[config.mk]
export PLATFORM = sky130hd
export DESIGN_NAME = adc_slot_tracker
export DESIGN_NICKNAME = d
export VERILOG_FILES = /design/src/rtl/adc_trk_pkg.sv /design/src/rtl/adc_trk_queue.sv /design/src/rtl/adc_trk_results.sv /design/src/rtl/adc_trk_irq_line.sv /design/src/rtl/adc_slot_tracker.sv
export SDC_FILE = /design/constraint.sdc
export NUM_CORES = 1
export LEC_CHECK = 0
export BUFFER_PORTS_ARGS = -buffer_cell sky130_fd_sc_hd__buf_2
export CAP_MARGIN = 30
export CORE_UTILIZATION = 28
export DETAILED_ROUTE_END_ITERATION = 7
export SLEW_MARGIN = 10
export SYNTH_ARGS = -nofsm -noshare
export SYNTH_HDL_FRONTEND = slang
export SYNTH_SLANG_ARGS = --single-unit
[constraint.sdc]
create_clock -name clk -period 3.4 [get_ports clk]
set_input_delay 0.68 -clock clk [delete_from_list [all_inputs] [get_ports clk]]
set_output_delay 0.68 -clock clk [all_outputs]
set_load 0.005 [all_outputs]
[src/rtl/adc_trk_pkg.sv]
`timescale 1ns/1ps
// Shared constants for the ADC slot tracker: register address map and
// bus widths. Assumes at most 32 slots so every slot mask fits one bus word.
package adc_trk_pkg;
    localparam int ADDR_W = 6;
    localparam int BUS_W  = 32;
    localparam int RES_W  = 16;

    localparam logic [ADDR_W-1:0] A_TRIG = 6'h00;
    localparam logic [ADDR_W-1:0] A_PEND = 6'h01;
    localparam logic [ADDR_W-1:0] A_EVOV = 6'h02;
    localparam logic [ADDR_W-1:0] A_STAT = 6'h03;
    localparam logic [ADDR_W-1:0] A_IEN  = 6'h04;
    localparam logic [ADDR_W-1:0] A_MODE = 6'h05;
    localparam logic [ADDR_W-1:0] A_DLY  = 6'h06;
    localparam logic [ADDR_W-1:0] A_LSEL = 6'h08;
    localparam logic [ADDR_W-1:0] A_RES  = 6'h20;
endpackage

[src/rtl/adc_trk_queue.sv]
`timescale 1ns/1ps
// Request queue: holds one pending bit per slot, detects retriggers of a
// pending slot, and issues the lowest pending slot to the converter.
// Assumes the trigger, cancel and clear writes are mutually exclusive
// (they come from one write port).
module adc_trk_queue #(
    parameter int N  = 19,
    parameter int SW = 5
) (
    input  logic          clk,
    input  logic          rst_n,
    input  logic          trig_we,
    input  logic          cancel_we,
    input  logic          evov_clr_we,
    input  logic [N-1:0]  wmask,
    input  logic          conv_done,
    output logic [N-1:0]  pending_q,
    output logic [N-1:0]  evov_q,
    output logic          busy_q,
    output logic [SW-1:0] cur_q,
    output logic          conv_start,
    output logic [SW-1:0] start_slot,
    output logic          done_acc
);
    logic [N-1:0] done_mask;
    logic [N-1:0] collide;
    logic [N-1:0] pending_d;
    logic [N-1:0] evov_d;

    // Fixed-priority pick of the lowest pending slot.
    always_comb begin
        start_slot = '0;
        for (int i = N - 1; i >= 0; i--) begin
            if (pending_q[i]) start_slot = SW'(i);
        end
        conv_start = !busy_q && (|pending_q);
    end

    // Next pending and event-overrun state.
    always_comb begin
        done_acc  = busy_q && conv_done;
        done_mask = done_acc ? (N'(1) << cur_q) : '0;
        collide   = trig_we ? (wmask & pending_q & ~done_mask) : '0;
        pending_d = (pending_q & ~(cancel_we ? wmask : '0) & ~done_mask)
                  | (trig_we ? wmask : '0);
        evov_d    = (evov_q & ~(evov_clr_we ? wmask : '0)) | collide;
    end

    // Pending and event-overrun registers.
    always_ff @(posedge clk) begin
        if (!rst_n) begin
            pending_q <= '0;
            evov_q    <= '0;
        end else begin
            pending_q <= pending_d;
            evov_q    <= evov_d;
        end
    end

    // Conversion-in-flight tracking.
    always_ff @(posedge clk) begin
        if (!rst_n) begin
            busy_q <= 1'b0;
            cur_q  <= '0;
        end else if (conv_start) begin
            busy_q <= 1'b1;
            cur_q  <= start_slot;
        end else if (done_acc) begin
            busy_q <= 1'b0;
        end
    end


    start_idle_chk: assert property (@(posedge clk) disable iff (!rst_n)
        conv_start |-> (!busy_q && pending_q[start_slot]));


    start_lowest_chk: assert property (@(posedge clk) disable iff (!rst_n)
        conv_start |-> ((pending_q & ((N'(1) << start_slot) - N'(1))) == '0));


    done_release_chk: assert property (@(posedge clk) disable iff (!rst_n)
        (busy_q && conv_done) |=> !busy_q);


    evov_sticky_chk: assert property (@(posedge clk) disable iff (!rst_n)
        !evov_clr_we |=> (($past(evov_q) & ~evov_q) == '0));
endmodule

[src/rtl/adc_trk_results.sv]
`timescale 1ns/1ps
// Result store: one data word with valid and data-overrun flags per slot.
// A completed conversion writes the current slot; a read strobe clears the
// addressed slot's flags. A completion takes priority over a same-cycle read.
module adc_trk_results #(
    parameter int N     = 19,
    parameter int SW    = 5,
    parameter int RES_W = 16
) (
    input  logic               clk,
    input  logic               rst_n,
    input  logic               done_acc,
    input  logic [SW-1:0]      cur_slot,
    input  logic [RES_W-1:0]   result,
    input  logic               rd_clr,
    input  logic [SW-1:0]      rd_slot,
    output logic [N*RES_W-1:0] data_flat,
    output logic [N-1:0]       valid_q,
    output logic [N-1:0]       ovr_q
);
    for (genvar i = 0; i < N; i++) begin : g_slot
        logic hit_done;
        logic hit_rd;
        assign hit_done = done_acc && (cur_slot == SW'(i));
        assign hit_rd   = rd_clr && (rd_slot == SW'(i));

        // Capture a result or clear the flags on a read.
        always_ff @(posedge clk) begin
            if (!rst_n) begin
                data_flat[i*RES_W +: RES_W] <= '0;
                valid_q[i] <= 1'b0;
                ovr_q[i]   <= 1'b0;
            end else if (hit_done) begin
                data_flat[i*RES_W +: RES_W] <= result;
                valid_q[i] <= 1'b1;
                ovr_q[i]   <= valid_q[i] && !hit_rd;
            end else if (hit_rd) begin
                valid_q[i] <= 1'b0;
                ovr_q[i]   <= 1'b0;
            end
        end
    end


    ovr_implies_valid_chk: assert property (@(posedge clk) disable iff (!rst_n)
        (ovr_q & ~valid_q) == '0);


    done_sets_valid_chk: assert property (@(posedge clk) disable iff (!rst_n)
        done_acc |=> valid_q[$past(cur_slot)]);
endmodule

[src/rtl/adc_trk_irq_line.sv]
`timescale 1ns/1ps
// One interrupt line: collects start or end events from its selected slots,
// delays start events through a tapped shift line, and keeps a flag plus an
// overwrite flag. Assumes the delay field is DW bits wide (0 .. 2**DW-1).
module adc_trk_irq_line #(
    parameter int N  = 19,
    parameter int SW = 5,
    parameter int DW = 4
) (
    input  logic          clk,
    input  logic          rst_n,
    input  logic [N-1:0]  sel_mask,
    input  logic [N-1:0]  start_mode,
    input  logic          start_ev,
    input  logic [SW-1:0] start_slot,
    input  logic          done_ev,
    input  logic [SW-1:0] done_slot,
    input  logic [DW-1:0] delay,
    input  logic          clr_flag,
    input  logic          clr_ovw,
    output logic          flag_q,
    output logic          ovw_q
);
    localparam int DEPTH = (1 << DW) - 1;

    logic             soc_hit;
    logic             eoc_hit;
    logic             fire;
    logic [DEPTH-1:0] pipe_q;
    logic [DEPTH:0]   tap;

    // Event qualification and delay tap selection.
    always_comb begin
        soc_hit = start_ev && sel_mask[start_slot] && start_mode[start_slot];
        eoc_hit = done_ev && sel_mask[done_slot] && !start_mode[done_slot];
        tap     = {pipe_q, soc_hit};
        fire    = tap[delay] || eoc_hit;
    end

    // Shift line carrying start events toward their delayed tap.
    always_ff @(posedge clk) begin
        if (!rst_n) pipe_q <= '0;
        else        pipe_q <= tap[DEPTH-1:0];
    end

    // Flag and overwrite registers; a new event beats a clear.
    always_ff @(posedge clk) begin
        if (!rst_n) begin
            flag_q <= 1'b0;
            ovw_q  <= 1'b0;
        end else begin
            if (fire)          flag_q <= 1'b1;
            else if (clr_flag) flag_q <= 1'b0;
            if (fire && flag_q) ovw_q <= 1'b1;
            else if (clr_ovw)   ovw_q <= 1'b0;
        end
    end


    ovw_set_chk: assert property (@(posedge clk) disable iff (!rst_n)
        (fire && flag_q) |=> ovw_q);


    flag_hold_chk: assert property (@(posedge clk) disable iff (!rst_n)
        (flag_q && !clr_flag) |=> flag_q);
endmodule

[src/rtl/adc_slot_tracker.sv]
`timescale 1ns/1ps
// Top of the ADC slot tracker: register decode, read mux, and wiring of the
// request queue, result store and interrupt lines. Assumes N <= 32 and
// LINES*DW <= 32 so every control field fits one bus word.
module adc_slot_tracker
    import adc_trk_pkg::*;
#(
    parameter int N     = 19,
    parameter int LINES = 4,
    parameter int DW    = 4
) (
    input  logic                 clk,
    input  logic                 rst_n,
    input  logic                 wr_en,
    input  logic [ADDR_W-1:0]    wr_addr,
    input  logic [BUS_W-1:0]     wr_data,
    input  logic                 rd_en,
    input  logic [ADDR_W-1:0]    rd_addr,
    output logic [BUS_W-1:0]     rd_data,
    output logic                 conv_start,
    output logic [$clog2(N)-1:0] conv_slot,
    input  logic                 conv_done,
    input  logic [RES_W-1:0]     conv_result,
    output logic                 busy,
    output logic [LINES-1:0]     irq
);
    localparam int SW = $clog2(N);

    logic [N-1:0]        pending;
    logic [N-1:0]        evov;
    logic [SW-1:0]       cur_slot;
    logic                done_acc;
    logic [N*RES_W-1:0]  data_flat;
    logic [N-1:0]        valid;
    logic [N-1:0]        ovr;
    logic [LINES-1:0]    ien_q;
    logic [N-1:0]        mode_q;
    logic [LINES*DW-1:0] dly_q;
    logic [N-1:0]        lsel_q [LINES];
    logic [LINES-1:0]    flag;
    logic [LINES-1:0]    ovw;
    logic                stat_we;
    logic                res_hit;
    logic [SW-1:0]       rd_slot;
    logic [ADDR_W-1:0]   rd_off;

    // Control register writes: enables, slot modes, line delays.
    always_ff @(posedge clk) begin
        if (!rst_n) begin
            ien_q  <= '0;
            mode_q <= '0;
            dly_q  <= '0;
        end else if (wr_en) begin
            if (wr_addr == A_IEN)  ien_q  <= wr_data[LINES-1:0];
            if (wr_addr == A_MODE) mode_q <= wr_data[N-1:0];
            if (wr_addr == A_DLY)  dly_q  <= wr_data[LINES*DW-1:0];
        end
    end

    for (genvar k = 0; k < LINES; k++) begin : g_lsel
        // Slot-select mask of line k.
        always_ff @(posedge clk) begin
            if (!rst_n)
                lsel_q[k] <= '0;
            else if (wr_en && wr_addr == A_LSEL + ADDR_W'(k))
                lsel_q[k] <= wr_data[N-1:0];
        end
    end

    assign stat_we = wr_en && (wr_addr == A_STAT);

    adc_trk_queue #(.N(N), .SW(SW)) u_queue (
        .clk         (clk),
        .rst_n       (rst_n),
        .trig_we     (wr_en && wr_addr == A_TRIG),
        .cancel_we   (wr_en && wr_addr == A_PEND),
        .evov_clr_we (wr_en && wr_addr == A_EVOV),
        .wmask       (wr_data[N-1:0]),
        .conv_done   (conv_done),
        .pending_q   (pending),
        .evov_q      (evov),
        .busy_q      (busy),
        .cur_q       (cur_slot),
        .conv_start  (conv_start),
        .start_slot  (conv_slot),
        .done_acc    (done_acc)
    );

    // Decode of the result-word window on the read port.
    always_comb begin
        rd_off  = rd_addr - A_RES;
        res_hit = (rd_addr >= A_RES) && (rd_off < ADDR_W'(N));
        rd_slot = rd_off[SW-1:0];
    end

    adc_trk_results #(.N(N), .SW(SW), .RES_W(RES_W)) u_results (
        .clk       (clk),
        .rst_n     (rst_n),
        .done_acc  (done_acc),
        .cur_slot  (cur_slot),
        .result    (conv_result),
        .rd_clr    (rd_en && res_hit),
        .rd_slot   (rd_slot),
        .data_flat (data_flat),
        .valid_q   (valid),
        .ovr_q     (ovr)
    );

    for (genvar k = 0; k < LINES; k++) begin : g_line
        adc_trk_irq_line #(.N(N), .SW(SW), .DW(DW)) u_line (
            .clk        (clk),
            .rst_n      (rst_n),
            .sel_mask   (lsel_q[k]),
            .start_mode (mode_q),
            .start_ev   (conv_start),
            .start_slot (conv_slot),
            .done_ev    (done_acc),
            .done_slot  (cur_slot),
            .delay      (dly_q[k*DW +: DW]),
            .clr_flag   (stat_we && wr_data[k]),
            .clr_ovw    (stat_we && wr_data[LINES+k]),
            .flag_q     (flag[k]),
            .ovw_q      (ovw[k])
        );
    end

    assign irq = flag & ien_q;

    // Read multiplexer over all registers and result words.
    always_comb begin
        rd_data = '0;
        if (res_hit) begin
            rd_data[RES_W-1:0] = data_flat[rd_slot*RES_W +: RES_W];
            rd_data[RES_W]     = ovr[rd_slot];
            rd_data[RES_W+1]   = valid[rd_slot];
        end else begin
            case (rd_addr)
                A_PEND: rd_data[N-1:0] = pending;
                A_EVOV: rd_data[N-1:0] = evov;
                A_STAT: begin
                    rd_data[LINES-1:0]       = flag;
                    rd_data[2*LINES-1:LINES] = ovw;
                    rd_data[2*LINES]         = busy;
                    rd_data[2*LINES+1]       = |valid;
                    rd_data[2*LINES+2]       = |ovr;
                    rd_data[2*LINES+3]       = |evov;
                    rd_data[2*LINES+4]       = |ovw;
                end
                A_IEN:  rd_data[LINES-1:0]    = ien_q;
                A_MODE: rd_data[N-1:0]        = mode_q;
                A_DLY:  rd_data[LINES*DW-1:0] = dly_q;
                default: begin
                    for (int k = 0; k < LINES; k++) begin
                        if (rd_addr == A_LSEL + ADDR_W'(k)) rd_data[N-1:0] = lsel_q[k];
                    end
                end
            endcase
        end
    end


    reset_quiet_chk: assert property (@(posedge clk) !rst_n |=> (!busy && irq == '0));
endmodule

# Word level (Yosys, flattened, before mapping)
# Memory sizes are Yosys's and may differ from the RTL's.
# Index checks and enable logic that the tools add are counted.
# Widths: inputs -> output; s select.
# word_totals
ram_bits	76
regBits	493
out_inout_bits	43
in_bits	65
n_memories	1
wordCells	481
# op_classes
n_mux	158
eq_ne	56
bitwise_logic	15
addsub	1
n_lt_le_gt_ge	9
n_shift	2
reduce_logical	163
# mem_list
name	depth	width	rd	rd_clocked_by_memory_dff	write_ports	line_no	text
lsel_q	4	19	4	0	4	adc_slot_tracker.sv:39	logic [N-1:0] lsel_q [LINES];
# ops
cell	n
$shiftx 304x10->16	1
$mux 19	13
$mux 1	105
$logic_and 1x1->1	97
$and 19x19->19	5
$mux 5	19
$eq 5x4->1 const B	16
$reduce_or 19->1	4
$bmux 1 s5	12
$not 19->19	3
$reduce_bool 2->1	28
$pmux 9 s6	1
$eq 6x4->1 const B	8
$eq 5x3->1 const B	8
$or 19x19->19	2
$eq 6x3->1 const B	6
$eq 5x5->1 const B	6
$eq 6x2->1 const B	4
$pmux 4 s6	1
$logic_not 1->1	21
$eq 5x2->1 const B	4
$lt 4x5->1 const B	4
$shl 1x5->19 const A	1
$lt 5x6->1 const B	3
18 further kinds	32

# Longest topological paths before layout
# depth
depth_word	28
depth_mapped	13
mapped_depth_nobuf	11

# Modules after synthesis
# Synthesis repeated with hierarchy kept, for this count alone.
# unflattened
cells_unflattened	3336
hier_area_um2	29990.0
# modules_own_cells
module	seq_area_each_um2	n_inst	area_each_um2	cells_each
adc_trk_results	6846.6	1	13949.6	1629
adc_slot_tracker	3062.9	1	8852.2	841
adc_trk_irq_line	340.3	4	1242.4	146
adc_trk_queue	880.8	1	2218.4	282

# Least setup slack after synthesis
# No wires, ideal clock.
# synth_timing
kind	input -> output
startpoint	input rd_addr[0]
endpoint	output rd_data[0]
n_path_buf	2
arrival_time_ns	2.825
stages	6
path_slack_ns	-0.105
t_required_ns	2.720
path_cell_list	clkbuf_1 buf_1 mux4_2 mux4_2 a221oi_1 a41oi_1
# synth_between
elab_chain_len	7
word_cells_on_any_way	21
classes_between	add/sub: 1; order compare: 2; eq/ne: 10; shift: 1; mux: 6; reduce/logical: 1
# synth_rtl
element	line_no	text
start, declared	adc_slot_tracker.sv:18	input logic [ADDR_W-1:0] rd_addr,
branches (longest 6 deep; another with $sub 6x6->6)	n/a	
$mux 18 *	adc_slot_tracker.sv:132	if (res_hit) begin
end, declared	adc_slot_tracker.sv:19	output logic [BUS_W-1:0] rd_data,
# Mark *: on every way between the ends.

# Final worst setup path
# layout_timing
startpoint	register u_queue.evov_q[10]
endpoint	output rd_data[11]
# layout_between
elab_chain_len	3
# layout_rtl
element	line_no	text
start, declared	adc_trk_queue.sv:18	output logic [N-1:0] evov_q,
start signal, assigned	adc_trk_queue.sv:56	evov_q <= evov_d;
$reduce_or 19->1	adc_slot_tracker.sv:146	rd_data[2*LINES+3] = |evov;
$pmux 9 s6	adc_slot_tracker.sv:137	case (rd_addr)
$mux 18	adc_slot_tracker.sv:132	
# Every way passes these cells.

==> run metrics <==
CTS max path bufs 3; Min Clock Period, post-route 3.91 ns; leakage dissipation 11.0 nW; Comb pwr share 6.9%; CTS tree done; total power 0.0146 W; Avg Inst Size Synth 8.89 um2; worst reg2reg setup slack 0.23 ns; # DRC 0; Peak supply drop 0.000382 V; Fmax 256 MHz; Slew headroom 15.7%; htree depth 2; vias in the first global route 22300; WL final 99.6 mm; final setup margin -0.513 ns; TritonCTS Sinks 569; cts bufs inserted 56; Cell Count, Final, Fillers Out 4418; crit share post-route 115%; unrepaired setup endpoints after global routing true; endpoint class of the critical path output port; latest clock arrival within the worst-skew pair 0.64 ns; wire per inst 22.5 um; Ys Warns 0; largest area contributor in the netlist dfxtp_1; die area 96500 um2; initial antenna violation count 9; CP max stage delay 0.64 ns; GRT Total Usage 20.0%; chip width 311 um; largest net degree at the start of global routing 256; clk_skew 0.0367 ns; failing checks negative setup slack; number of synthesized register bits 569; Initial Util 28.4%; Mapped Area 26700 um2; Area Overhead vs Synth 20.6%; Worst Tran Pin Value 1.26 ns; layout cells sized above 1 20.8%; RR Endpoint g_line[3].u_line.ovw_q; first-pass GRT wire length 147 mm; FFs w/ async S/R, synth 0%; PD cells 452 nW/um2; startpoint types flop; remaining antenna violation count after routing 0; Synth top area share 37.0%; Post-synth EDFFs 76; Root Buffer clkbuf_16; dpl hpwl 67.2 mm; Sw Ratio 24.5%; Seq/Total Area, Yosys 45.5%; Worst EP arrival 3.23 ns; Int Pwr 0.0110 W; Setup CP Type flop to output port; nets 3181; Hold Path Sink mode_q[16]; predominant post-synthesis flop cell dfxtp_1; Slowest-stage cell, CP a222oi_1; vias per inst 5.38; GPL Wtd Cong 0.960; R2R Path Start u_queue.pending_q[17]; Final setup viols 13; Hold Path Depth 3; Die Y 311 um; WP buf/inv 1; worst-path maximum fanout 3; Sequential Power Share 47.8%; Clock power frac 45.3%; Cells after DPL 4288; main area contributors after synthesis dfxtp_1 (37%), nand2_1 (12%), mux4_2 (11%); status complete, but fails checks; core area 93900 um2; Top Ports 108; required time worst endpoint 2.72 ns; Buffers on Ports 81; r2r worst-path depth 10; Final Max Tran Viols 0; # rows 112; NetSw 0.00357 W; TritonRoute pass-1 iters 7; Synth Instances 3002; # hold bufs at CTS 0; worst path cell trace nor4_1 > nand4_1 > or4_4 > a222oi_1 > a31oi_2 > buf_2; Initial DRC Count 2890; Top delay family on crit path simple AND/OR/NAND/NOR gates; Hold Violations, Final 0; grt total ovfl 0; vias post-DR 23800; Worst Hold Class input pin to flop; min-delay src wr_data[16]; Critical Path Stages 6; Reg clk slew, reported paths 0.07 ns; Max-Cap Viols 0; post-synth cell types 80
-- stage by stage --
| step | cell area (um2) | setup slack (ns) | setup TNS, ns | hold slack [ns] | util [%] |
|---|---|---|---|---|---|
| 2_1_floorplan | 26700 | 0.0232 | 0 | 0.417 | - |
| 3_3_place_gp | 29400 | -0.714 | -4.76 | 0.433 | 31.4 |
| 3_5_place_dp | 29500 | -0.703 | -4.58 | 0.436 | 31.4 |
| 4_1_cts | 32000 | -0.409 | -1.09 | 0.371 | 34.0 |
| 5_1_grt | 32200 | -0.428 | -2.00 | 0.425 | 34.3 |
| 6_report | 32200 | -0.513 | -1.66 | 0.406 | 34.3 |
-- power groups by stage --
stage / logic, W / registers (W) / clock network (W)
2_1_floorplan: 0.000536 / 0.00705 / 0
3_3_place_gp: 0.000911 / 0.00710 / 0
3_5_place_dp: 0.000913 / 0.00710 / 0
4_1_cts: 0.000976 / 0.00695 / 0.00667
5_1_grt: 0.00105 / 0.00695 / 0.00692
6_report: 0.00101 / 0.00695 / 0.00659
-- synthesized netlist by cell type, drive strengths merged, types with 3 or more instances --
cell type	instances
o2bb2ai	6
a22o	22
mux2i	64
nand2b	8
nand4	28
o21ai	76
a21o	4
a222oi	10
buf	57
or2	9
nor2b	13
a31oi	21
a211oi	6
edfxtp	76
nor3b	3
nor3	40
o22ai	3
and3	7
a221o	7
inv	14
mux2	6
nand2	849
a221oi	40
clkbuf	216
a22oi	25
a32oi	20
nor4	21
a41oi	4
o31ai	4
a21oi	407
mux4	132
or3	4
nor2	109
and2	137
nand3	24
a2111oi	3
or4	5
dfxtp	493
-- worst max-delay path by stage --
stage	from	endpoint	slack, ns
floorplan	rd_addr[1]	rd_data[0]	0.02
global placement	rd_addr[0]	rd_data[12]	-0.71
detailed placement	rd_addr[0]	rd_data[12]	-0.70
CTS	u_queue.evov_q[17]	rd_data[11]	-0.41
global route	u_queue.evov_q[6]	rd_data[11]	-0.43
finish	u_queue.evov_q[10]	rd_data[11]	-0.51
-- cell type report --
cell class                 instances  area [um2]
antenna                            2        5.00
tap                             1254        1570
clock inverter                    26         280
inverter                          14        62.6
fill                            9564       61700
clock buffer                      78        1680
timing repair buffer             317        2590
sequential                       569       12200
multi-input combinational       2158       13800
-- logic make-up after synthesis --
group / count (synthesis) / synth area share (%)
AOI/OAI and AO/OA: 679 / 15.4
DFF: 569 / 45.5
other: 1 / 0.0141
and+or+nand+nor: 1264 / 20.9
muxes: 202 / 13.8
buffers and inverters: 287 / 4.39
-- flip-flops by register name, indices dropped and copies added (netlist names), 16 cells and up --
signal,cells
mode_q,19
u_results.data_flat,304
u_results.valid_q,19
u_queue.pending_q,19
g_line.u_line.pipe_q,60
dly_q,16
lsel_q,76
u_results.ovr_q,19
u_queue.evov_q,19
-- per-layer routing --
layer,global-route usage (%),vias to the layer above,part of all wire (%)
met5,0,-,0
met4,9.10,0,5.3
met3,3.64,269,9.4
met2,31.0,1228,44
met1,26.9,11500,41
li1,-,10800,-
-- worst min-delay path, cell delays in order --
cell and delay, ns:
buf_2 0.18, nand2_1 0.08, a21oi_1 0.05
-- cells in the final DEF, fill, tap and decap left out, drive strengths merged, types with 5 or more instances in the layout --
cell type | netlist | layout
buf | 57 | 317
nand3 | 24 | 24
conb | 1 | 13
nor2 | 109 | 109
o2bb2ai | 6 | 6
mux2 | 6 | 6
a22o | 22 | 22
a222oi | 10 | 10
mux2i | 64 | 64
nor3 | 40 | 40
a221oi | 40 | 40
dfxtp | 493 | 493
inv | 14 | 14
nand2 | 849 | 849
a22oi | 25 | 25
or4 | 5 | 5
a32oi | 20 | 20
o21ai | 76 | 76
a21oi | 407 | 407
nand4 | 28 | 28
or2 | 9 | 9
nor4 | 21 | 21
clkbuf | 216 | 78
and2 | 137 | 137
nand2b | 8 | 8
clkinv | 0 | 19
a221o | 7 | 7
edfxtp | 76 | 76
a31oi | 21 | 21
nor2b | 13 | 13
a211oi | 6 | 6
mux4 | 132 | 132
and3 | 7 | 7
-- repair_timing --
| action | 4_1_cts | 5_1_grt |
|---|---|---|
| setup endpoints to repair | 18 | 20 |
| resized for setup | 63 | 42 |
| pin swaps | 17 | 15 |
| buffers inserted | 10 | 13 |
| cloned | 4 | 0 |
Power figures use the tool's default switching activity.
